## config.mk

```make
export PLATFORM = sky130hd
export DESIGN_NAME = pipe_stall_ctrl
export DESIGN_NICKNAME = d
export VERILOG_FILES = /design/src/rtl/stall_pkg.sv /design/src/rtl/instr_field_decode.sv /design/src/rtl/stall_rules.sv /design/src/rtl/pipe_stage_regs.sv /design/src/rtl/pipe_stall_ctrl.sv
export SDC_FILE = /design/constraint.sdc
export NUM_CORES = 1
export LEC_CHECK = 0
export BUFFER_PORTS_ARGS = -buffer_cell sky130_fd_sc_hd__buf_4
export CAP_MARGIN = 5
export CORE_ASPECT_RATIO = 0.9
export CORE_MARGIN = 5
export CORE_UTILIZATION = 49
export CTS_CLUSTER_SIZE = 25
export DETAILED_ROUTE_END_ITERATION = 8
export GPL_TIMING_DRIVEN = 0
export PLACE_DENSITY = 0.79
export SYNTH_ARGS = -nofsm -noshare
export SYNTH_HDL_FRONTEND = slang
export SYNTH_SLANG_ARGS = --single-unit
export TNS_END_PERCENT = 5
```

## constraint.sdc

```tcl
create_clock -name clk -period 2.8 [get_ports clk]
set_input_delay 0.42 -clock clk [delete_from_list [all_inputs] [get_ports clk]]
set_output_delay 0.42 -clock clk [all_outputs]
set_load 0.05 [all_outputs]
```

## src/rtl/stall_pkg.sv

```systemverilog
package stall_pkg;

    localparam int XLEN   = 32;
    localparam int OP_W   = 6;
    localparam int RIDX_W = 5;
    localparam int OP_LSB = XLEN - OP_W;
    localparam int S1_LSB = OP_LSB - RIDX_W;
    localparam int S2_LSB = S1_LSB - RIDX_W;
    localparam int RD_LSB = S2_LSB - RIDX_W;

    typedef logic [XLEN-1:0]   word_t;
    typedef logic [OP_W-1:0]   opcode_t;
    typedef logic [RIDX_W-1:0] ridx_t;

    localparam opcode_t OPC_RR   = 6'b000000;
    localparam opcode_t OPC_LW   = 6'b100011;
    localparam opcode_t OPC_ADDI = 6'b001100;
    localparam opcode_t OPC_BEQ  = 6'b000100;
    localparam opcode_t OPC_J    = 6'b000010;
    localparam opcode_t OPC_SW   = 6'b101011;

    localparam word_t BUBBLE = '0;

    typedef struct packed {
        opcode_t op;
        ridx_t   src1;
        ridx_t   src2;
        ridx_t   dst;
    } dec_fields_t;

    typedef struct packed {
        word_t ir;
        ridx_t dst;
    } ex_slot_t;

    typedef struct packed {
        logic  is_load;
        ridx_t dst;
    } mem_slot_t;

    function automatic dec_fields_t split_fields(word_t ir);
        dec_fields_t f;
        f.op   = ir[OP_LSB +: OP_W];
        f.src1 = ir[S1_LSB +: RIDX_W];
        f.src2 = ir[S2_LSB +: RIDX_W];
        unique case (f.op)
            OPC_RR:          f.dst = ir[RD_LSB +: RIDX_W];
            OPC_LW, OPC_ADDI: f.dst = ir[S2_LSB +: RIDX_W];
            default:         f.dst = '0;
        endcase
        return f;
    endfunction

endpackage

```

## src/rtl/instr_field_decode.sv

```systemverilog
module instr_field_decode
    import stall_pkg::*;
(
    input  word_t       ir,
    output dec_fields_t fields
);
    always_comb fields = split_fields(ir);
endmodule

```

## src/rtl/stall_rules.sv

```systemverilog
module stall_rules
    import stall_pkg::*;
(
    input  dec_fields_t id_f,
    input  opcode_t     ex_op,
    input  ridx_t       ex_dst,
    input  mem_slot_t   mem_s,
    output logic [3:0]  rule_hits,
    output logic        stall
);
    logic id_is_beq, id_addr_form, id_excl, ex_live_load;
    logic hit_ex_any, hit_ex_s1, hit_mem_any;

    always_comb begin
        id_is_beq    = (id_f.op == OPC_BEQ);
        id_addr_form = (id_f.op == OPC_LW) || (id_f.op == OPC_ADDI);
        id_excl      = id_addr_form || (id_f.op == OPC_J);
        ex_live_load = (ex_op == OPC_LW) && (ex_dst != '0);
        hit_ex_s1    = (id_f.src1 == ex_dst);
        hit_ex_any   = hit_ex_s1 || (id_f.src2 == ex_dst);
        hit_mem_any  = (mem_s.dst != '0) &&
                       ((id_f.src1 == mem_s.dst) || (id_f.src2 == mem_s.dst));

        rule_hits[0] = ex_live_load && !id_excl && hit_ex_any;
        rule_hits[1] = ex_live_load && id_addr_form && hit_ex_s1;
        rule_hits[2] = id_is_beq && mem_s.is_load && hit_mem_any;
        rule_hits[3] = id_is_beq && (ex_dst != '0) && hit_ex_any;
        stall        = |rule_hits;
    end
endmodule

```

## src/rtl/pipe_stage_regs.sv

```systemverilog
module pipe_stage_regs
    import stall_pkg::*;
(
    input  logic      clk,
    input  logic      rst,
    input  logic      hold,
    input  word_t     fetch_word,
    input  ridx_t     id_dst,
    output word_t     id_ir,
    output ex_slot_t  ex_s,
    output mem_slot_t mem_s
);
    always_ff @(posedge clk) begin
        if (rst) begin
            id_ir <= BUBBLE;
            ex_s  <= '{ir: BUBBLE, dst: '0};
            mem_s <= '{is_load: 1'b0, dst: '0};
        end else begin
            mem_s.is_load <= (ex_s.ir[OP_LSB +: OP_W] == OPC_LW);
            mem_s.dst     <= ex_s.dst;
            if (hold) begin
                ex_s <= '{ir: BUBBLE, dst: '0};
            end else begin
                ex_s  <= '{ir: id_ir, dst: id_dst};
                id_ir <= fetch_word;
            end
        end
    end

    assert_decode_hold_R7: assert property (@(posedge clk) disable iff (rst)
        hold |=> id_ir == $past(id_ir));
    assert_bubble_insert_R7: assert property (@(posedge clk) disable iff (rst)
        hold |=> (ex_s.ir == BUBBLE) && (ex_s.dst == '0));
    assert_advance_R8: assert property (@(posedge clk) disable iff (rst)
        !hold |=> (ex_s.ir == $past(id_ir)) && (id_ir == $past(fetch_word)));
    assert_mem_follow_R9: assert property (@(posedge clk) disable iff (rst)
        !hold || hold |=> mem_s.dst == $past(ex_s.dst));
    assert_reset_clear_R10: assert property (@(posedge clk)
        rst |=> (id_ir == BUBBLE) && (ex_s.ir == BUBBLE) && (mem_s.dst == '0));
endmodule

```

## src/rtl/pipe_stall_ctrl.sv

```systemverilog
module pipe_stall_ctrl
    import stall_pkg::*;
(
    input  logic        clk,
    input  logic        rst,
    input  logic [31:0] fetch_instr,
    output logic        stall,
    output logic        pc_enable,
    output logic [31:0] id_instr,
    output logic [31:0] ex_instr,
    output logic [4:0]  ex_dest,
    output logic [4:0]  mem_dest,
    output logic        mem_is_load
);
    dec_fields_t id_f;
    ex_slot_t    ex_s;
    mem_slot_t   mem_s;
    word_t       id_ir;
    logic [3:0]  rule_hits;
    logic        stall_w;

    instr_field_decode u_id_dec (
        .ir     (id_ir),
        .fields (id_f)
    );

    stall_rules u_rules (
        .id_f      (id_f),
        .ex_op     (ex_s.ir[OP_LSB +: OP_W]),
        .ex_dst    (ex_s.dst),
        .mem_s     (mem_s),
        .rule_hits (rule_hits),
        .stall     (stall_w)
    );

    pipe_stage_regs u_regs (
        .clk        (clk),
        .rst        (rst),
        .hold       (stall_w),
        .fetch_word (fetch_instr),
        .id_dst     (id_f.dst),
        .id_ir      (id_ir),
        .ex_s       (ex_s),
        .mem_s      (mem_s)
    );

    always_comb begin
        stall       = stall_w;
        pc_enable   = !stall_w;
        id_instr    = id_ir;
        ex_instr    = ex_s.ir;
        ex_dest     = ex_s.dst;
        mem_dest    = mem_s.dst;
        mem_is_load = mem_s.is_load;
    end

    assert_zero_dest_quiet_R6: assert property (@(posedge clk) disable iff (rst)
        stall |-> (ex_dest != '0) || (mem_dest != '0));
    assert_load_branch_twice_R11: assert property (@(posedge clk) disable iff (rst)
        rule_hits[3] && (ex_instr[31:26] == OPC_LW) |=> stall && rule_hits[2]);
    assert_branch_only_rules_R4: assert property (@(posedge clk) disable iff (rst)
        (rule_hits[2] || rule_hits[3]) |-> id_instr[31:26] == OPC_BEQ);
    assert_addr_rule_first_src_R3: assert property (@(posedge clk) disable iff (rst)
        rule_hits[1] |-> (id_instr[25:21] == ex_dest) && (ex_instr[31:26] == OPC_LW));
endmodule

```

## Word-level counts from Yosys, hierarchy flattened

Cells that the tools add are included.

| word-level totals | value |
|---|---|
| bits in registers | 75 |
| input port bits | 34 |
| output and inout bits | 77 |

| cells by class | value |
|---|---|
| eq/ne operators | 9 |
| mux-type cells | 1 |
| reduce and logical (&&, ||, !) cells | 22 |

Operators with widths:

| kind | number |
|---|---|
| 5-bit equality test | 4 |
| 6-bit equality test, second input constant | 2 |
| 1-bit logical AND | 10 |
| 5-bit one-hot mux with 2 select lines | 1 |
| 5-bit nonzero test | 2 |
| 6-bit by 2-bit equality test with 1-bit output, second input constant | 1 |
| 6-bit by 3-bit equality test with 1-bit output, second input constant | 1 |
| 6-bit by 4-bit equality test with 1-bit output, second input constant | 1 |
| 6-bit logical NOT | 1 |
| 5-bit OR reduction | 1 |
| 1-bit logical OR | 4 |
| 4-bit OR reduction | 1 |
| 1-bit logical NOT | 2 |
| 2-bit OR reduction | 1 |

## Depth between registers and ports, before layout

Gate-level depths: netlist of run 1.

| logic depth | value |
|---|---|
| word-level depth | 8 |
| depth in mapped cells | 8 |
| depth with buffers taken out | 6 |

## Cells and area by module

Synthesis of run 1 repeated with hierarchy kept, for this count alone.

| second synthesis, totals | value |
|---|---|
| cell total of the unflattened synthesis | 277 |
| area, all modules | 2920.3 um^2 |

Modules (own cells, without submodules):

| module | instances | cells each | area an instance (um^2) | seq. area each (um^2) |
|---|---|---|---|---|
| pipe_stage_regs | 1 | 196 | 2282.2 | 1501.4 |
| stall_rules | 1 | 52 | 405.4 | 0.0 |
| instr_field_decode | 1 | 28 | 229.0 | 0.0 |
| pipe_stall_ctrl | 1 | 1 | 3.8 | 0.0 |

## Worst setup path before layout of run 1

Ideal clock, no wire load.

| timing | value |
|---|---|
| kind | reg2out |
| start | register, netlist name u_regs.ex_s[1] |
| end | output port pc_enable |
| arrival time | 2.258 ns |
| path slack | 0.122 ns |
| stages on the path, launching flop included | 9 |
| buffers on the path | 2 |
| path through | dfxtp_1 xnor2_1 nand3_1 o32a_1 o22ai_1 buf_2 and2_1 buf_2 inv_2 |

| between the ends | value |
|---|---|
| cells in the longest elaborated chain, start to end | 6 |
| elaborated cells on any way between the ends | 13 |
| those cells by class | eq/ne (2); reduce/logical (11) |

RTL lines:

| element | line | text |
|---|---|---|
| 5-bit nonzero test | stall_rules.sv:18, stall_rules.sv:27 |  |
| 1-bit logical AND | stall_rules.sv:18 | `ex_live_load = (ex_op == OPC_LW) && (ex_dst != '0);` |
| 1-bit logical AND, on equally long branches (2 in series) | stall_rules.sv:24, stall_rules.sv:25 |  |
| 4-bit OR reduction * | stall_rules.sv:28 | `stall = \|rule_hits;` |
| named net stall | pipe_stall_ctrl.sv:7 | `output logic stall,` |
| 1-bit logical NOT * | pipe_stall_ctrl.sv:49 | `pc_enable = !stall_w;` |
| end, declared | pipe_stall_ctrl.sv:8 | `output logic pc_enable,` |

The timed path passes the listed nets; every way through them passes the cells marked *.

## Final worst setup path of run 1

| timing | value |
|---|---|
| start | register u_regs.id_ir[27] |
| end | output port pc_enable |

| between the ends | value |
|---|---|
| cells in the longest elaborated chain, start to end | 8 |
| elaborated cells on any way between the ends | 17 |
| those cells by class | eq/ne (4); reduce/logical (13) |

RTL lines:

| element | line | text |
|---|---|---|
| start, declared | pipe_stage_regs.sv:9 | `output word_t id_ir,` |
| start signal, assigned | pipe_stage_regs.sv:25 | `id_ir <= fetch_word;` |
| 6-bit equality test or 6-bit by 4-bit equality test with 1-bit output (tied branches) | stall_rules.sv:16 | `id_addr_form = (id_f.op == OPC_LW) \|\| (id_f.op == OPC_ADDI);` |
| 1-bit logical OR | stall_rules.sv:16 |  |
| 1-bit logical OR | stall_rules.sv:17 | `id_excl = id_addr_form \|\| (id_f.op == OPC_J);` |
| 1-bit logical NOT | stall_rules.sv:24 | `rule_hits[0] = ex_live_load && !id_excl && hit_ex_any;` |
| 1-bit logical AND (2 in series) | stall_rules.sv:24 |  |
| 4-bit OR reduction * | stall_rules.sv:28 |  |
| 1-bit logical NOT * | pipe_stall_ctrl.sv:49 |  |

Every way passes the cells marked *; elsewhere a longest branch is shown, timed or not.

==> metrics.yaml, run 1 <==
yosysSeqAreaShare_pct: 49.5
cts_max_level: 3
p_int_uw: 1840
root_buffer: "clkbuf_8"
ys_ff_latch: 75
mappedNetlistArea_sq_um: 3040
die_h_um: 84.7
finalCritPeriodShare_pct: 97.6
timing.final.ws_setup_ps: 66.2
grt_max_degree: 13
grt.total_usage_pct: 21.1
grt_overflow: 0
syn_avg_cell_area_sq_um: 9.86
status: "finished clean"
layout_commonest_cell: "buf_4"
fin_skew_ps: 9.60
synth_async_sr_flop_share_pct: 0
synth_edf_count: 0
worstSetupStartpointType: "register"
max-slew-margin-rel_pct: 57.4
r2r_setup_slack_ps: 530
cts_buffer_depth: 2
endpoint_kind: "primary output"
die_x_um: 93.0
slowest_stage: "dfxtp_4"
powerDensity_nw_per_um2: 592
cts.reportedPaths.clkPinSlew_ps: 70
crit_type: "reg -> out"
antenna_found_initial: 0
leakage_uw: 0.00211
worst_pin_slew_ps: 634
report.final.hold_viol_count: 0
port_buffers: 109
p_clk_share_pct: 36.6
synth_warnings: 0
layout_common_cells: "buf_4 (137), dfxtp_1 (69), nand3_1 (34), and2_1 (32), a21oi_1 (32)"
routed_wl_mm: 8.14
placementRows: 27
wire_per_inst_um: 15.8
setup_viol: 0
final_core_util_pct: 70.7
power_frac_comb_pct: 17.8
start_util_pct: 49.9
postRouteAntennaNets: 0
cts_tree: "built"
switchingPower_uw: 702
drt-vias-per-instance: 5.30
ys.flop_type: "dfxtp_1"
critPathArrivalTime_ps: 2310
grt_first_pass_wirelength_mm: 13.1
ir_drop_uv: 390
core_sq_um: 6080
cts.sinks: 75
dieArea_sq_um: 7870
gp_congestion: 0.829
firstDrtPassIters: 4
fin_area_sq_um: 4300
crit_fanout: 6
vias: 2723
cts_made_buffers: 9
nets: 471
swShare_pct: 27.6
crit_chain: "and3_4 -> a22o_4 -> o32a_1 -> o22ai_2 -> buf_4 -> and2_1 -> buf_6 -> inv_2 -> buf_6"
maxCapViolCount: 0
hold_path.class: "in -> reg"
max_stage_delay_ps: 370
p_total_uw: 2540
synth_nets: 342
hpwl_mm: 5.82
slew_viol_final: 0
postPlaceCellArea_sq_um: 3940
ys_types: 28
cpMostUsedCell: "buf_6"
min_period_ps: 2730
place_ws_ps: 74.2
seqPwrFrac_pct: 45.6
cp_data_required_time_ps: 2380
remaining_drc_errors: 0
syn_inst: 308
clk_latency_ps: 350
drtIter0Drc: 180
layout-drive-gt1-share_pct: 40.0
ctsHoldBuffers: 0
grt_pass1_vias: 2687
ioPinCount: 111
area_growth_syn_to_layout_pct: 41.5
fmax_ghz: 0.366
antenna_cells: 0
worst max-delay path: cells and delay by family, from the launching register on:
kind / cells / cell delay (ps)
AO/OA/AOI/OAI: 3 / 830
buffers and inverters: 4 / 450
flip-flops: 1 / 370
AND/OR/NAND/NOR: 2 / 320
synthesized netlist by cell type (2+ instances only):
| cell type | n | area, sq um |
|---|---|---|
| or4_1 | 3 | 22.5 |
| xnor2_1 | 10 | 87.6 |
| buf_2 | 12 | 60.1 |
| dfxtp_1 | 75 | 1500 |
| nand3_1 | 34 | 170 |
| clkbuf_1 | 6 | 22.5 |
| a21bo_1 | 31 | 310 |
| nand2_1 | 2 | 7.51 |
| and2_1 | 32 | 200 |
| a22oi_1 | 6 | 45.0 |
| nor3_1 | 10 | 50.1 |
| a21oi_1 | 32 | 160 |
| buf_4 | 20 | 150 |
| nor2_1 | 7 | 26.3 |
| xor2_1 | 10 | 87.6 |
| nor2b_1 | 6 | 37.5 |
cell type report:
| class | count | area [sq um] |
|---|---|---|
| Timing Repair Buffer | 118 | 893 |
| Clock buffer | 12 | 155 |
| Multi-Input combinational cell | 193 | 1330 |
| Clock inverter | 4 | 72.6 |
| Buffer | 38 | 241 |
| Inverter | 2 | 7.51 |
| Sequential cell | 75 | 1510 |
| Tap cell | 72 | 90.1 |
| Fill cell | 501 | 1780 |
routing by layer:
metal | vias up | GRT usage (%) | share of wire (%)
met3 | 6 | 9.41 | 9.7
li1 | 1301 | - | -
met1 | 1304 | 24.4 | 41
met2 | 112 | 35.8 | 48
met5 | - | 0 | 0
met4 | 0 | 5.19 | 0.76
per-stage QoR:
stage | setup TNS (ps) | hold WS, ps | cells
global route | -2.85 | 307 | 514
detailed placement | 0 | 473 | 489
floorplan | 0 | 481 | 308
finish | 0 | 307 | 514
CTS | 0 | 289 | 506
global placement | 0 | 462 | 489
kinds of logic (layout without fill, tap and decap cells):
| kind of cell | after synthesis | after routing | synth area share, % |
|---|---|---|---|
| flip-flops | 75 | 75 | 49.5 |
| AO/OA/AOI/OAI | 76 | 76 | 19.1 |
| AND/OR/NAND/NOR | 97 | 97 | 17.8 |
| XOR/XNOR | 20 | 20 | 5.77 |
| buffers and inverters | 40 | 174 | 7.91 |
registers in the layout (all words and copies together) (netlist names):
register	cells
u_regs.mem_s	6
u_regs.ex_s	37
u_regs.id_ir	32
worst paths after layout:
path                    startpoint          endpoint  cells past startpoint
setup / recovery  u_regs.id_ir[27]         pc_enable                      9
hold / removal     fetch_instr[27]  u_regs.id_ir[27]                      2
setup reg to reg  u_regs.id_ir[31]   u_regs.ex_s[15]                      6
hold reg to reg    u_regs.id_ir[3]   u_regs.id_ir[3]                      2
power by group through the flow:
stage / clock (uW) / sequential [uW] / combinational [uW]
finish: 932 / 1160 / 452
global route: 1000 / 1170 / 479
CTS: 952 / 1160 / 447
detailed placement: 0 / 1180 / 441
global placement: 0 / 1180 / 435
floorplan: 0 / 1290 / 187
repair_timing:
| item | CTS | global route |
|---|---|---|
| endpoints found under the setup margin | 2 | 2 |
| gates resized for setup | 11 | 7 |
| pin swaps | 0 | 3 |
| setup buffers | 1 | 8 |
Note: power is estimated with default switching activity, not from simulation.
==> run 2: changes to the inputs <==
--- a/config.mk
+++ b/config.mk
@@ -14,6 +14,7 @@
 export DETAILED_ROUTE_END_ITERATION = 8
 export GPL_TIMING_DRIVEN = 0
 export PLACE_DENSITY = 0.79
+export SETUP_SLACK_MARGIN = 0.15
 export SYNTH_ARGS = -nofsm -noshare
 export SYNTH_HDL_FRONTEND = slang
 export SYNTH_SLANG_ARGS = --single-unit
==> run 2 against run 1 <==
  * Sequential cell count unchanged
  * Final area about the same
  * Critical path type unchanged
  * Critical path depth unchanged
==> metrics.yaml, run 2 (same netlist as run 1, synthesis figures left out) <==
status: "finished clean"
fin_area_sq_um: 4300
nets: 470
place_inst: 489
worst_pin_slew_ps: 578
layout_commonest_cell: "buf_4"
slew_viol_final: 0
endpoint_kind: "primary output"
drt-vias-per-instance: 5.18
fin_skew_ps: 9.05
fillers: 487
placementRows: 27
p_int_uw: 1840
largest-register: "u_regs.ex_s"
final_cells: 513
grt_pass1_vias: 2657
setup_viol: 0
clk_latency_ps: 340
die_h_um: 84.7
setup-tns-final_ps: 0
crit_buf_inv: 4
cts_buffer_depth: 2
gp_congestion: 0.839
layout_common_cells: "buf_4 (136), dfxtp_1 (68), nand3_1 (34), and2_1 (32), a21oi_1 (32)"
layout-drive-gt1-share_pct: 40.4
cts.sinks: 75
drtIter0Drc: 86
area_growth_syn_to_layout_pct: 41.6
hpwl_mm: 5.69
cts_tree: "built"
postPlaceCellArea_sq_um: 3950
top_layer_used: "met4"
fmax_ghz: 0.376
grt_first_pass_wirelength_mm: 13.0
rsz0062_at_grt: "true"
report.final.hold_viol_count: 0
wl_met2_mm: 3.92
routed_wl_mm: 8.07
firstDrtPassIters: 4
crit_chain: "or4_4 -> nor2_4 -> o2111ai_2 -> o22ai_2 -> buf_4 -> and2_1 -> buf_6 -> inv_2 -> buf_6"
drt-met1-wl_mm: 3.27
port_buffers: 109
cts_made_buffers: 9
leakage_uw: 0.00211
root_buffer: "clkbuf_8"
worstSetupStartpointType: "register"
die_x_um: 93.0
max-slew-margin-rel_pct: 61.2
start_util_pct: 49.9
power_frac_comb_pct: 17.9
slowest_stage: "or4_4"
finalCritPeriodShare_pct: 95.1
antenna_cells: 0
grt_overflow: 0
grt_max_degree: 13
cpLargestDelayFamily: "simple AND/OR/NAND/NOR gates"
crit_fanout: 6
hold_path.class: "in -> reg"
switchingPower_uw: 697
grt.total_usage_pct: 20.7
dieArea_sq_um: 7870
critPathArrivalTime_ps: 2240
cp_data_required_time_ps: 2380
p_clk_share_pct: 36.5
ir_drop_uv: 409
top_regs: "u_regs.ex_s x37, u_regs.id_ir x32, u_regs.mem_s x6"
crit_type: "reg -> out"
cpMostUsedCell: "buf_6"
max_stage_delay_ps: 580
min_period_ps: 2660
vias: 2655
swShare_pct: 27.5
ioPinCount: 111
remaining_drc_errors: 0
dr_wl_met3_um: 767
powerDensity_nw_per_um2: 591
largest_reg_flops: 37
antenna_found_initial: 0
seqPwrFrac_pct: 45.6
maxCapViolCount: 0
cts.reportedPaths.clkPinSlew_ps: 80
core_sq_um: 6080
wire_per_inst_um: 15.7
postRouteAntennaNets: 0
cts_max_level: 3
run 2: cell count changes in the layout (fill, tap and decap cells not counted), sizes merged:
cell,previous run,this run
buf,150,149
run 2: worst register-to-register path, delay by kind of cell, from the launching register on:
| family | cells | cell delay [ps] |
|---|---|---|
| buffers and inverters | 2 | 490 |
| flip-flops | 1 | 360 |
| AND/OR/NAND/NOR | 3 | 990 |
| AO/OA/AOI/OAI | 2 | 550 |
run 2: power by group through the flow:
stage	registers, uW	logic [uW]	clock network (uW)
finish	1160	455	928
global route	1160	481	998
CTS	1160	453	945
detailed placement	1180	440	0
global placement	1180	435	0
floorplan	1290	187	0
run 2: path summary, 6_finish.rpt:
| check | from | endpoint | slack (ps) | cells after the start |
|---|---|---|---|---|
| min reg2reg | u_regs.id_ir[4] | u_regs.id_ir[4] | 480 | 2 |
| max reg2reg | u_regs.id_ir[30] | u_regs.ex_s[9] | 350 | 7 |
| min | fetch_instr[27] | u_regs.id_ir[27] | 300 | 2 |
| max | u_regs.id_ir[30] | pc_enable | 140 | 9 |
run 2: through the flow:
step	total power [uW]	hold slack, ps	setup WS (ps)	util, %
floorplan	1470	481	198	-
global placement	1610	463	83.9	64.9
detailed placement	1620	473	89.8	64.9
CTS	2550	279	152	70.3
global route	2640	283	40.7	70.7
finish	2540	297	138	70.7
run 2: layer usage:
layer  track usage, %  vias to the layer above
li1                 -                     1299
met1             25.5                     1247
met2             32.6                       98
met3             8.60                       11
met4             6.92                        0
met5                0                        -
run 2: layout make-up:
cell class              count  area, sq um  area share [%]
plain buffers              38          241            5.62
repair buffers            117          886            20.6
multi-input cells         193         1330            31.0
clock inverters             4         72.6            1.69
well taps                  72         90.1            2.10
inverters                   2         7.51           0.175
flip-flops and latches     75         1510            35.2
clock buffers              12          155            3.61
run 2: repair_timing:
action                     in CTS  in global routing
setup buffers                   7                  1
setup endpoints to repair       2                  2
hold buffers                    0                  0
resized for setup              15                  3
pin swaps                       4                  2
